### src/rtl/sclgen_pkg.sv
package sclgen_pkg;

  typedef enum logic [1:0] {
    SEL_PSC  = 2'd0,
    SEL_LOW  = 2'd1,
    SEL_HIGH = 2'd2,
    SEL_NONE = 2'd3
  } cfg_sel_t;

  // Extra ticks added to each phase, chosen by prescaler value
  function automatic logic [3:0] extra_ticks(input logic [31:0] psc);
    if (psc == 32'd0)      return 4'd7;
    else if (psc == 32'd1) return 4'd6;
    else                   return 4'd5;
  endfunction

endpackage

### src/rtl/sclgen_cfg.sv
module sclgen_cfg #(
  parameter int PSC_W = 8,
  parameter int CNT_W = 16
) (
  input  logic             clk,
  input  logic             rst_n,
  input  logic             en,
  input  logic             wr,
  input  logic [1:0]       sel,
  input  logic [CNT_W-1:0] wdata,
  output logic [PSC_W-1:0] psc_q,
  output logic [CNT_W-1:0] low_q,
  output logic [CNT_W-1:0] high_q
);
  import sclgen_pkg::*;

  logic accept;
  assign accept = wr && !en;

  always_ff @(posedge clk or negedge rst_n) begin
    if (!rst_n) begin
      psc_q  <= '0;
      low_q  <= '0;
      high_q <= '0;
    end else if (accept) begin
      case (cfg_sel_t'(sel))
        SEL_PSC:  psc_q  <= wdata[PSC_W-1:0];
        SEL_LOW:  low_q  <= wdata;
        SEL_HIGH: high_q <= wdata;
        default:  ;
      endcase
    end
  end

  // configuration frozen while the module runs
  assert_cfg_frozen_R2: assert property (@(posedge clk) disable iff (!rst_n)
    (wr && en) |=> ($stable(psc_q) && $stable(low_q) && $stable(high_q)));

endmodule

### src/rtl/sclgen_presc.sv
module sclgen_presc #(
  parameter int PSC_W = 8
) (
  input  logic             clk,
  input  logic             rst_n,
  input  logic             en,
  input  logic [PSC_W-1:0] psc,
  output logic             tick
);
  logic [PSC_W-1:0] pcnt;
  logic             wrap;

  assign wrap = (pcnt == psc);

  always_ff @(posedge clk or negedge rst_n) begin
    if (!rst_n) begin
      pcnt <= '0;
      tick <= 1'b0;
    end else if (!en) begin
      pcnt <= '0;
      tick <= 1'b0;
    end else begin
      pcnt <= wrap ? '0 : pcnt + 1'b1;
      tick <= wrap;
    end
  end

  // no tick while held in reset
  assert_no_tick_disabled_R1: assert property (@(posedge clk) disable iff (!rst_n)
    !en |=> !tick);

  // ticks are single-cycle when the prescaler divides
  assert_tick_single_R3: assert property (@(posedge clk) disable iff (!rst_n)
    (tick && psc != '0) |=> !tick);

endmodule

### src/rtl/sclgen_phase.sv
module sclgen_phase #(
  parameter int PSC_W = 8,
  parameter int CNT_W = 16
) (
  input  logic             clk,
  input  logic             rst_n,
  input  logic             en,
  input  logic             tick,
  input  logic [PSC_W-1:0] psc,
  input  logic [CNT_W-1:0] low_cnt,
  input  logic [CNT_W-1:0] high_cnt,
  output logic             scl,
  output logic             rise,
  output logic             fall
);
  import sclgen_pkg::*;

  localparam int LW = CNT_W + 1;

  logic [LW-1:0] ccnt;
  logic [LW-1:0] len_low, len_high, len_cur;
  logic [LW-1:0] extra;
  logic          last;

  assign extra    = LW'(extra_ticks(32'(psc)));
  assign len_low  = {1'b0, low_cnt} + extra;
  assign len_high = {1'b0, high_cnt} + extra;
  assign len_cur  = scl ? len_high : len_low;
  assign last     = (ccnt == len_cur - 1'b1);

  always_ff @(posedge clk or negedge rst_n) begin
    if (!rst_n) begin
      ccnt <= '0;
      scl  <= 1'b1;
      rise <= 1'b0;
      fall <= 1'b0;
    end else if (!en) begin
      ccnt <= '0;
      scl  <= 1'b1;
      rise <= 1'b0;
      fall <= 1'b0;
    end else begin
      rise <= 1'b0;
      fall <= 1'b0;
      if (tick) begin
        if (last) begin
          ccnt <= '0;
          scl  <= !scl;
          rise <= !scl;
          fall <= scl;
        end else begin
          ccnt <= ccnt + 1'b1;
        end
      end
    end
  end

  // line parked high and strobes quiet while disabled
  assert_idle_high_R1: assert property (@(posedge clk) disable iff (!rst_n)
    !en |=> (scl && !rise && !fall));

  // strobes are exclusive and match real edges
  assert_strobe_excl_R7: assert property (@(posedge clk) disable iff (!rst_n)
    $onehot0({rise, fall}));
  assert_rise_edge_R7: assert property (@(posedge clk) disable iff (!rst_n)
    rise |-> (scl && !$past(scl)));
  assert_fall_edge_R7: assert property (@(posedge clk) disable iff (!rst_n)
    fall |-> (!scl && $past(scl)));

  // while running, SCL only moves after a tick
  assert_move_on_tick_R4: assert property (@(posedge clk) disable iff (!rst_n)
    ($past(en) && scl != $past(scl)) |-> $past(tick));

endmodule

### src/rtl/scl_clkgen.sv
module scl_clkgen #(
  parameter int PSC_W = 8,
  parameter int CNT_W = 16
) (
  input  logic             clk,
  input  logic             rst_n,
  input  logic             mod_en,
  input  logic             cfg_wr,
  input  logic [1:0]       cfg_sel,
  input  logic [CNT_W-1:0] cfg_wdata,
  output logic             tick_o,
  output logic             scl_o,
  output logic             scl_rise_o,
  output logic             scl_fall_o
);
  logic [PSC_W-1:0] psc_q;
  logic [CNT_W-1:0] low_q;
  logic [CNT_W-1:0] high_q;

  sclgen_cfg #(.PSC_W(PSC_W), .CNT_W(CNT_W)) u_cfg (
    .clk    (clk),
    .rst_n  (rst_n),
    .en     (mod_en),
    .wr     (cfg_wr),
    .sel    (cfg_sel),
    .wdata  (cfg_wdata),
    .psc_q  (psc_q),
    .low_q  (low_q),
    .high_q (high_q)
  );

  sclgen_presc #(.PSC_W(PSC_W)) u_presc (
    .clk   (clk),
    .rst_n (rst_n),
    .en    (mod_en),
    .psc   (psc_q),
    .tick  (tick_o)
  );

  sclgen_phase #(.PSC_W(PSC_W), .CNT_W(CNT_W)) u_phase (
    .clk      (clk),
    .rst_n    (rst_n),
    .en       (mod_en),
    .tick     (tick_o),
    .psc      (psc_q),
    .low_cnt  (low_q),
    .high_cnt (high_q),
    .scl      (scl_o),
    .rise     (scl_rise_o),
    .fall     (scl_fall_o)
  );

endmodule

### config.mk
export PLATFORM = sky130hd
export DESIGN_NAME = scl_clkgen
export DESIGN_NICKNAME = d
export VERILOG_FILES = /design/src/rtl/sclgen_pkg.sv /design/src/rtl/sclgen_cfg.sv /design/src/rtl/sclgen_presc.sv /design/src/rtl/sclgen_phase.sv /design/src/rtl/scl_clkgen.sv
export SDC_FILE = /design/constraint.sdc
export NUM_CORES = 1
export LEC_CHECK = 0
export BUFFER_PORTS_ARGS = -buffer_cell sky130_fd_sc_hd__buf_2
export CAP_MARGIN = 15
export CORE_UTILIZATION = 65
export DETAILED_ROUTE_END_ITERATION = 8
export MAX_ROUTING_LAYER = met4
export PLACE_DENSITY = 0.88
export SYNTH_ARGS = -nofsm -noshare
export SYNTH_HDL_FRONTEND = slang
export SYNTH_SLANG_ARGS = --single-unit
### constraint.sdc
create_clock -name clk -period 13.4 [get_ports clk]
set_input_delay 1.34 -clock clk [delete_from_list [all_inputs] [get_ports clk]]
set_output_delay 1.34 -clock clk [all_outputs]
set_load 0.005 [all_outputs]
==> reports/qor.yml, run 1 <==
place:
  port_buffers: 25
  placedCellCount: 562
  place.gp.congestion: 0.9249
  hpwl_um: 7814
detailed_routing:
  wire_per_inst_um: 18.45
  ant_nets: 0
  drt-pass1-iter-count: 6
  finalWirelength_um: 10670
  drt_iter0_drc: 286
  drc: 0
  vias_per_cell: 6.443
  vias: 3724
timing:
  fin_setup_tns_ps: 0
  rsz0062_at_grt: "false"
  skew_ps: 7.475
  maxClockFrequency_ghz: 0.1737
  finalSetupViolCount: 0
  worstMarginPinSlew_ps: 1133
  max-slew-margin-rel_pct: 24.35
  period_needed_ps: 5759
  hold_viol_final: 0
  slew_violations: 0
  finalCritPeriodShare_pct: 42.98
floorplanning:
  die_h_um: 86.33
  pin_count: 26
  die_x_um: 86.33
  die_area_um2: 7452
  core_um2: 6832
  initial_core_util_pct: 67.66
  row_count: 30
synth:
  yosysSeqAreaShare_pct: 37.38
  avgSynthCellArea_um2: 10.05
  synth_edf_count: 0
  async_flop_share_pct: 100.0
  synthCells: 460
  ys_types: 69
  yosysWarnings: 0
  syn-num-nets: 488
  synthFlopType: "dfrtp_1"
  ys_ff_latch: 69
  synth_area_um2: 4622
grt:
  antenna_found_initial: 0
  grt_max_degree: 70
  grt_pass1_vias: 3712
  grt_pass1_wl_um: 17660
  grt_overflow: 0
  grt_usage_pct: 31.78
clocking:
  clock_sinks: 69
  cts_setup_buffers: 0
  numCtsBuffers: 9
  cts_root_buffer: "clkbuf_8"
  cts_resized: 0
  clock_path_buffers: 2
  cts-hold-fix-buffers: 0
  clk_pin_slew_ps: 80
  htree_levels: 3
  clk_latency_ps: 350
  cts_tree: "done"
critical_path:
  required_ps: 13670
  timing.rr.end: "u_phase.scl"
  crit_type: "register to register"
  worstPathArrival_ps: 6030
  end_kind: "register"
  r2r_slack_ps: 7640
  worstRegToRegCells: 12
  path_max_fanout: 16
  start_kind: "register"
  crit-reg2reg-launch: "u_cfg.psc_q[6]"
pwr:
  peakVddDrop_mv: 0.1196
  p_leak_uw: 0.002112
  power.density_nw_per_um2: 135.4
  totalPowerFinal_uw: 685.9
outcome:
  status: "finished, final reports clean"
worst_hold_path:
  worst_hold_path.endpoint: "u_cfg.low_q[15]"
  worstHoldPathType: "register to register"
  hold_depth: 1
  hold_start: "u_cfg.low_q[15]"
finish:
  final_nets: 505
  n_antenna_cell: 0
  stdcell_count: 578
  drive_above_1_share_pct: 19.50
  fill_cells: 479
  fin_util_pct: 74.14
  area_delta_synth_final_pct: 9.583
job:
  drv_cap: 0
==> where the power goes <==
group | switching, uW | internal (uW)
sequential | 33.0 | 236
clock | 81.9 | 134
combinational | 111 | 90.4
total | 225 | 460
==> cells in the mapped netlist, types with 4 or more instances <==
| library cell | number | area, um^2 |
|---|---|---|
| xnor2_1 | 32 | 280.3 |
| and3_1 | 7 | 43.79 |
| ha_1 | 5 | 62.56 |
| xor2_1 | 31 | 271.5 |
| nand4_1 | 5 | 31.28 |
| mux2_2 | 43 | 484.2 |
| nor4_1 | 9 | 56.30 |
| nand3b_1 | 6 | 45.04 |
| or3_1 | 4 | 25.02 |
| or4_1 | 5 | 37.54 |
| nor2_1 | 21 | 78.83 |
| nand2b_1 | 4 | 25.02 |
| dfrtp_1 | 68 | 1702 |
| nand2_1 | 28 | 105.1 |
| buf_2 | 7 | 35.03 |
| a21o_1 | 5 | 37.54 |
| and2_1 | 4 | 25.02 |
| nand3_1 | 26 | 130.1 |
| nor3_1 | 23 | 115.1 |
| o21ai_0 | 6 | 30.03 |
| a21oi_1 | 9 | 45.04 |
| mux2i_1 | 14 | 140.1 |
| nor2b_1 | 4 | 25.02 |
| clkbuf_1 | 7 | 26.28 |
| inv_1 | 13 | 48.80 |
==> critical path, cell delays in order, from the launching register on <==
cell and delay, ps:
dfrtp_1 410, or4_1 560, nor4_1 430, inv_1 130
fa_1 580, a222oi_1 770, inv_1 130, a211o_1 360
a2111o_1 500, o31a_1 300, a31o_1 270, a2111oi_4 840
mux2_1 380
==> final cells by class <==
class                           instances  area, um^2  area share, %
Clock buffer                           11       151.4          2.989
Tap cell                               96       120.1          2.372
Timing Repair Buffer                   27       140.1          2.767
Multi-Input combinational cell        356        2766          54.62
Clock inverter                          5       106.4          2.100
Inverter                               14       52.55          1.038
Sequential cell                        69        1728          34.12
==> worst max path at each step <==
stage                   startpoint     endpoint  slack [ps]  depth (start not counted)
finish              u_cfg.psc_q[6]  u_phase.scl        7640                         12
global route        u_cfg.psc_q[6]  u_phase.scl        7300                         12
CTS                 u_cfg.psc_q[6]  u_phase.scl        7700                         12
detailed placement  u_cfg.psc_q[6]  u_phase.scl        7750                         12
global placement       u_phase.scl  u_phase.scl        7930                         12
floorplan              u_phase.scl  u_phase.scl        8270                         16
==> per-layer routing <==
layer	part of all wire (%)	vias up	wire length [um]	GRT usage [%]
met4	2.8	0	297	11.21
li1	-	1728	-	-
met2	50	145	5345	52.96
met5	0	-	0	-
met1	42	1826	4515	39.35
met3	4.8	25	507	5.238
==> state kept, by name, summed over array words and instances (netlist names) <==
name / count
u_cfg.high_q: 16
u_presc.pcnt: 8
u_phase.fall: 1
u_presc.tick: 1
u_phase.ccnt: 17
u_phase.scl: 1
u_cfg.psc_q: 8
u_phase.rise: 1
u_cfg.low_q: 16
==> cell usage in the layout, fill, tap and decap left out, types with 5 or more instances in the layout <==
cell type  instances
or4_1              5
clkbuf_8          11
nand3b_1           6
nor2_1            21
nor3_1            23
mux2i_1           14
nand4_1            5
nand2_1           28
dfrtp_1           68
buf_2             25
inv_1             13
xnor2_1           32
xor2_1            31
ha_1               5
nor4_1             9
mux2_2            43
nand3_1           26
and3_1             7
a21o_1             5
o21ai_0            6
a21oi_1            9
==> metrics by stage <==
stage	instance area (um^2)	hold slack (ps)	setup WS, ps
final	5065	512.4	7641
after global routing	5065	520.5	7298
after CTS	5065	513.9	7697
after detailed placement	4807	495.3	7745
after global placement	4807	492.4	7929
after floorplan	4622	475.0	8265
==> cell families after synthesis <==
group	share of synthesized area (%)
AOI/OAI and AO/OA	11.48
xor gates and xnor gates	13.40
adders and majority gates	1.787
buffers and inverters	3.411
DFF	37.39
muxes	13.75
and+or+nand+nor	18.79
Power figures use the tool's default switching activity.
==> inputs of run 2 (changes only) <==
- CORE_UTILIZATION: 65 -> 62
- PLACE_DENSITY: 0.88 -> 0.85
- clock period: 13.4 -> 5.4 ns (I/O delays scaled with it)
==> reports/qor.yml, run 2 (synthesis results as in run 1) <==
finish:
  layout_common_cells: "dfrtp_1 (68), mux2_2 (43), xnor2_1 (32)"
  n_antenna_cell: 0
  largest_register: "u_phase.ccnt"
  drive_above_1_share_pct: 20.00
  area_delta_synth_final_pct: 9.881
  final_nets: 508
  fin_util_pct: 70.40
  multi_input_area_um2: 2773
  layout_commonest_cell: "dfrtp_1"
  fill_cells: 548
  fin_area_um2: 5079
  regArea_um2: 1728
  top_regs: "u_phase.ccnt x17, u_cfg.high_q x16, u_cfg.low_q x16"
  largest_reg_flops: 17
pwr:
  pwr-share-comb_pct: 29.6
  power.density_nw_per_um2: 329.7
  peakVddDrop_mv: 0.2543
  internal-power_uw: 1117
  pwr-share-clk_pct: 30.6
  p_sw_uw: 557.0
  p_leak_uw: 0.002118
  p_sw_share_pct: 33.27
  seqPwrFrac_pct: 39.8
timing:
  fin_setup_tns_ps: 0
  fin_ws_ps: 315.2
  slew_violations: 0
  max-slew-margin-rel_pct: 25.62
  rsz0062_at_grt: "false"
  finalSetupViolCount: 0
  period_needed_ps: 5085
  hold_viol_final: 0
  skew_ps: 7.009
  maxClockFrequency_ghz: 0.1967
  finalCritPeriodShare_pct: 94.16
  worstMarginPinSlew_ps: 1114
critical_path:
  start_kind: "register"
  timing.rr.end: "u_phase.ccnt[1]"
  required_ps: 5610
  crit_buf_inv: 3
  end_kind: "register"
  crit_path_max_incr_delay_ps: 640
  worstPathArrival_ps: 5300
  worstRegToRegCells: 13
  path_max_fanout: 8
  crit_type: "register to register"
  path_delay_family: "compound AO/OA/AOI/OAI gates"
  crit_top_cell: "inv_1"
  cpMaxStageDelayCell: "a2111oi_0"
  path_cells: "or4_1, nor4_1, inv_1, fa_1, a222oi_1, buf_4, inv_1, a211o_1, a2111o_1, o31a_1, a31o_1, a2111oi_0, o22ai_1"
  crit-reg2reg-launch: "u_cfg.psc_q[6]"
  r2r_slack_ps: 320
floorplanning:
  pin_count: 26
  die_x_um: 88.34
  initial_core_util_pct: 64.07
  core_um2: 7214
  die_h_um: 88.34
  die_area_um2: 7804
  row_count: 31
detailed_routing:
  ant_nets: 0
  finalWirelength_um: 10360
  drt_iter0_drc: 248
  vias_per_cell: 6.353
  wire_per_inst_um: 17.75
  drt-pass1-iter-count: 5
  drc: 0
  vias: 3710
job:
  drv_cap: 0
clocking:
  htree_levels: 3
  cts-hold-fix-buffers: 0
  numCtsBuffers: 9
  clk_latency_ps: 360
  clock_sinks: 69
  clock_path_buffers: 2
  cts_resized: 0
  cts_setup_buffers: 0
  cts_tree: "done"
  cts_root_buffer: "clkbuf_8"
  clk_pin_slew_ps: 80
outcome:
  status: "finished, final reports clean"
grt:
  grt_pass1_wl_um: 17440
  antenna_found_initial: 0
  grt_max_degree: 70
  grt_pass1_vias: 3608
  grt_usage_pct: 30.47
  grt_overflow: 0
worst_hold_path:
  worstHoldPathType: "input port to asynchronous set/reset pin"
place:
  placed_cell_area_um2: 4833
  dp_slack_ps: 425.0
  hpwl_um: 7423
  place.gp.congestion: 1.003
  port_buffers: 25
==> run 2: cell types whose count changed in the layout (fill, tap and decap cells not counted) <==
| cell | change |
|---|---|
| clkbuf_8 | -2 |
| buf_4 | +3 |
| clkinv_2 | +1 |
| a31oi_2 | +1 |
| clkbuf_1 | +1 |
| a31oi_1 | -1 |
==> run 2: metal layers <==
metal | GRT usage (%) | up-vias | wire [um]
li1 | - | 1733 | -
met1 | 37.89 | 1822 | 4597
met2 | 49.51 | 125 | 5007
met3 | 5.037 | 30 | 431
met4 | 12.46 | 0 | 327
met5 | - | - | 0
==> run 2: cell type report <==
class | count | area share (%)
Clock inverter | 6 | 2.193
Inverter | 14 | 1.035
Clock buffer | 10 | 2.513
Timing Repair Buffer | 30 | 3.203
Sequential cell | 69 | 34.02
Multi-Input combinational cell | 356 | 54.59
Tap cell | 99 | 2.439
==> run 2: worst register-to-register path, cell delays in order (launching register included) <==
cell,delay [ps]
dfrtp_1,400
or4_1,520
nor4_1,400
inv_1,140
fa_1,580
a222oi_1,420
buf_4,210
inv_1,60
a211o_1,320
a2111o_1,500
o31a_1,310
a31o_1,270
a2111oi_0,640
o22ai_1,180
==> run 2: per-stage QoR <==
step | std cells | hold slack (ps) | total power (uW)
2_1_floorplan | 460 | 244.4 | 1043
3_3_place_gp | 568 | 484.5 | 1128
3_5_place_dp | 568 | 498.8 | 1152
4_1_cts | 584 | 409.8 | 1667
5_1_grt | 584 | 431.0 | 1751
6_report | 584 | 358.5 | 1674
==> run 2: how the worst max path moves through the flow <==
stage / start / to / slack (ps) / cells after the start
after global placement: u_cfg.psc_q[6] / u_phase.ccnt[0] / 570 / 13
after detailed placement: u_cfg.psc_q[6] / u_phase.ccnt[1] / 420 / 13
after floorplan: u_phase.scl / u_phase.scl / 270 / 16
after global routing: u_cfg.psc_q[3] / u_phase.ccnt[1] / 40 / 14
final: u_cfg.psc_q[6] / u_phase.ccnt[1] / 320 / 13
after CTS: u_cfg.psc_q[6] / u_phase.ccnt[1] / 390 / 13
==> run 2: power groups by stage <==
stage / Combinational, uW / Sequential [uW] / Clock, uW
final: 496 / 666 / 512
after global routing: 543 / 676 / 532
after CTS: 487 / 664 / 516
after detailed placement: 479 / 673 / 0
after global placement: 461 / 667 / 0
after floorplan: 406 / 637 / 0
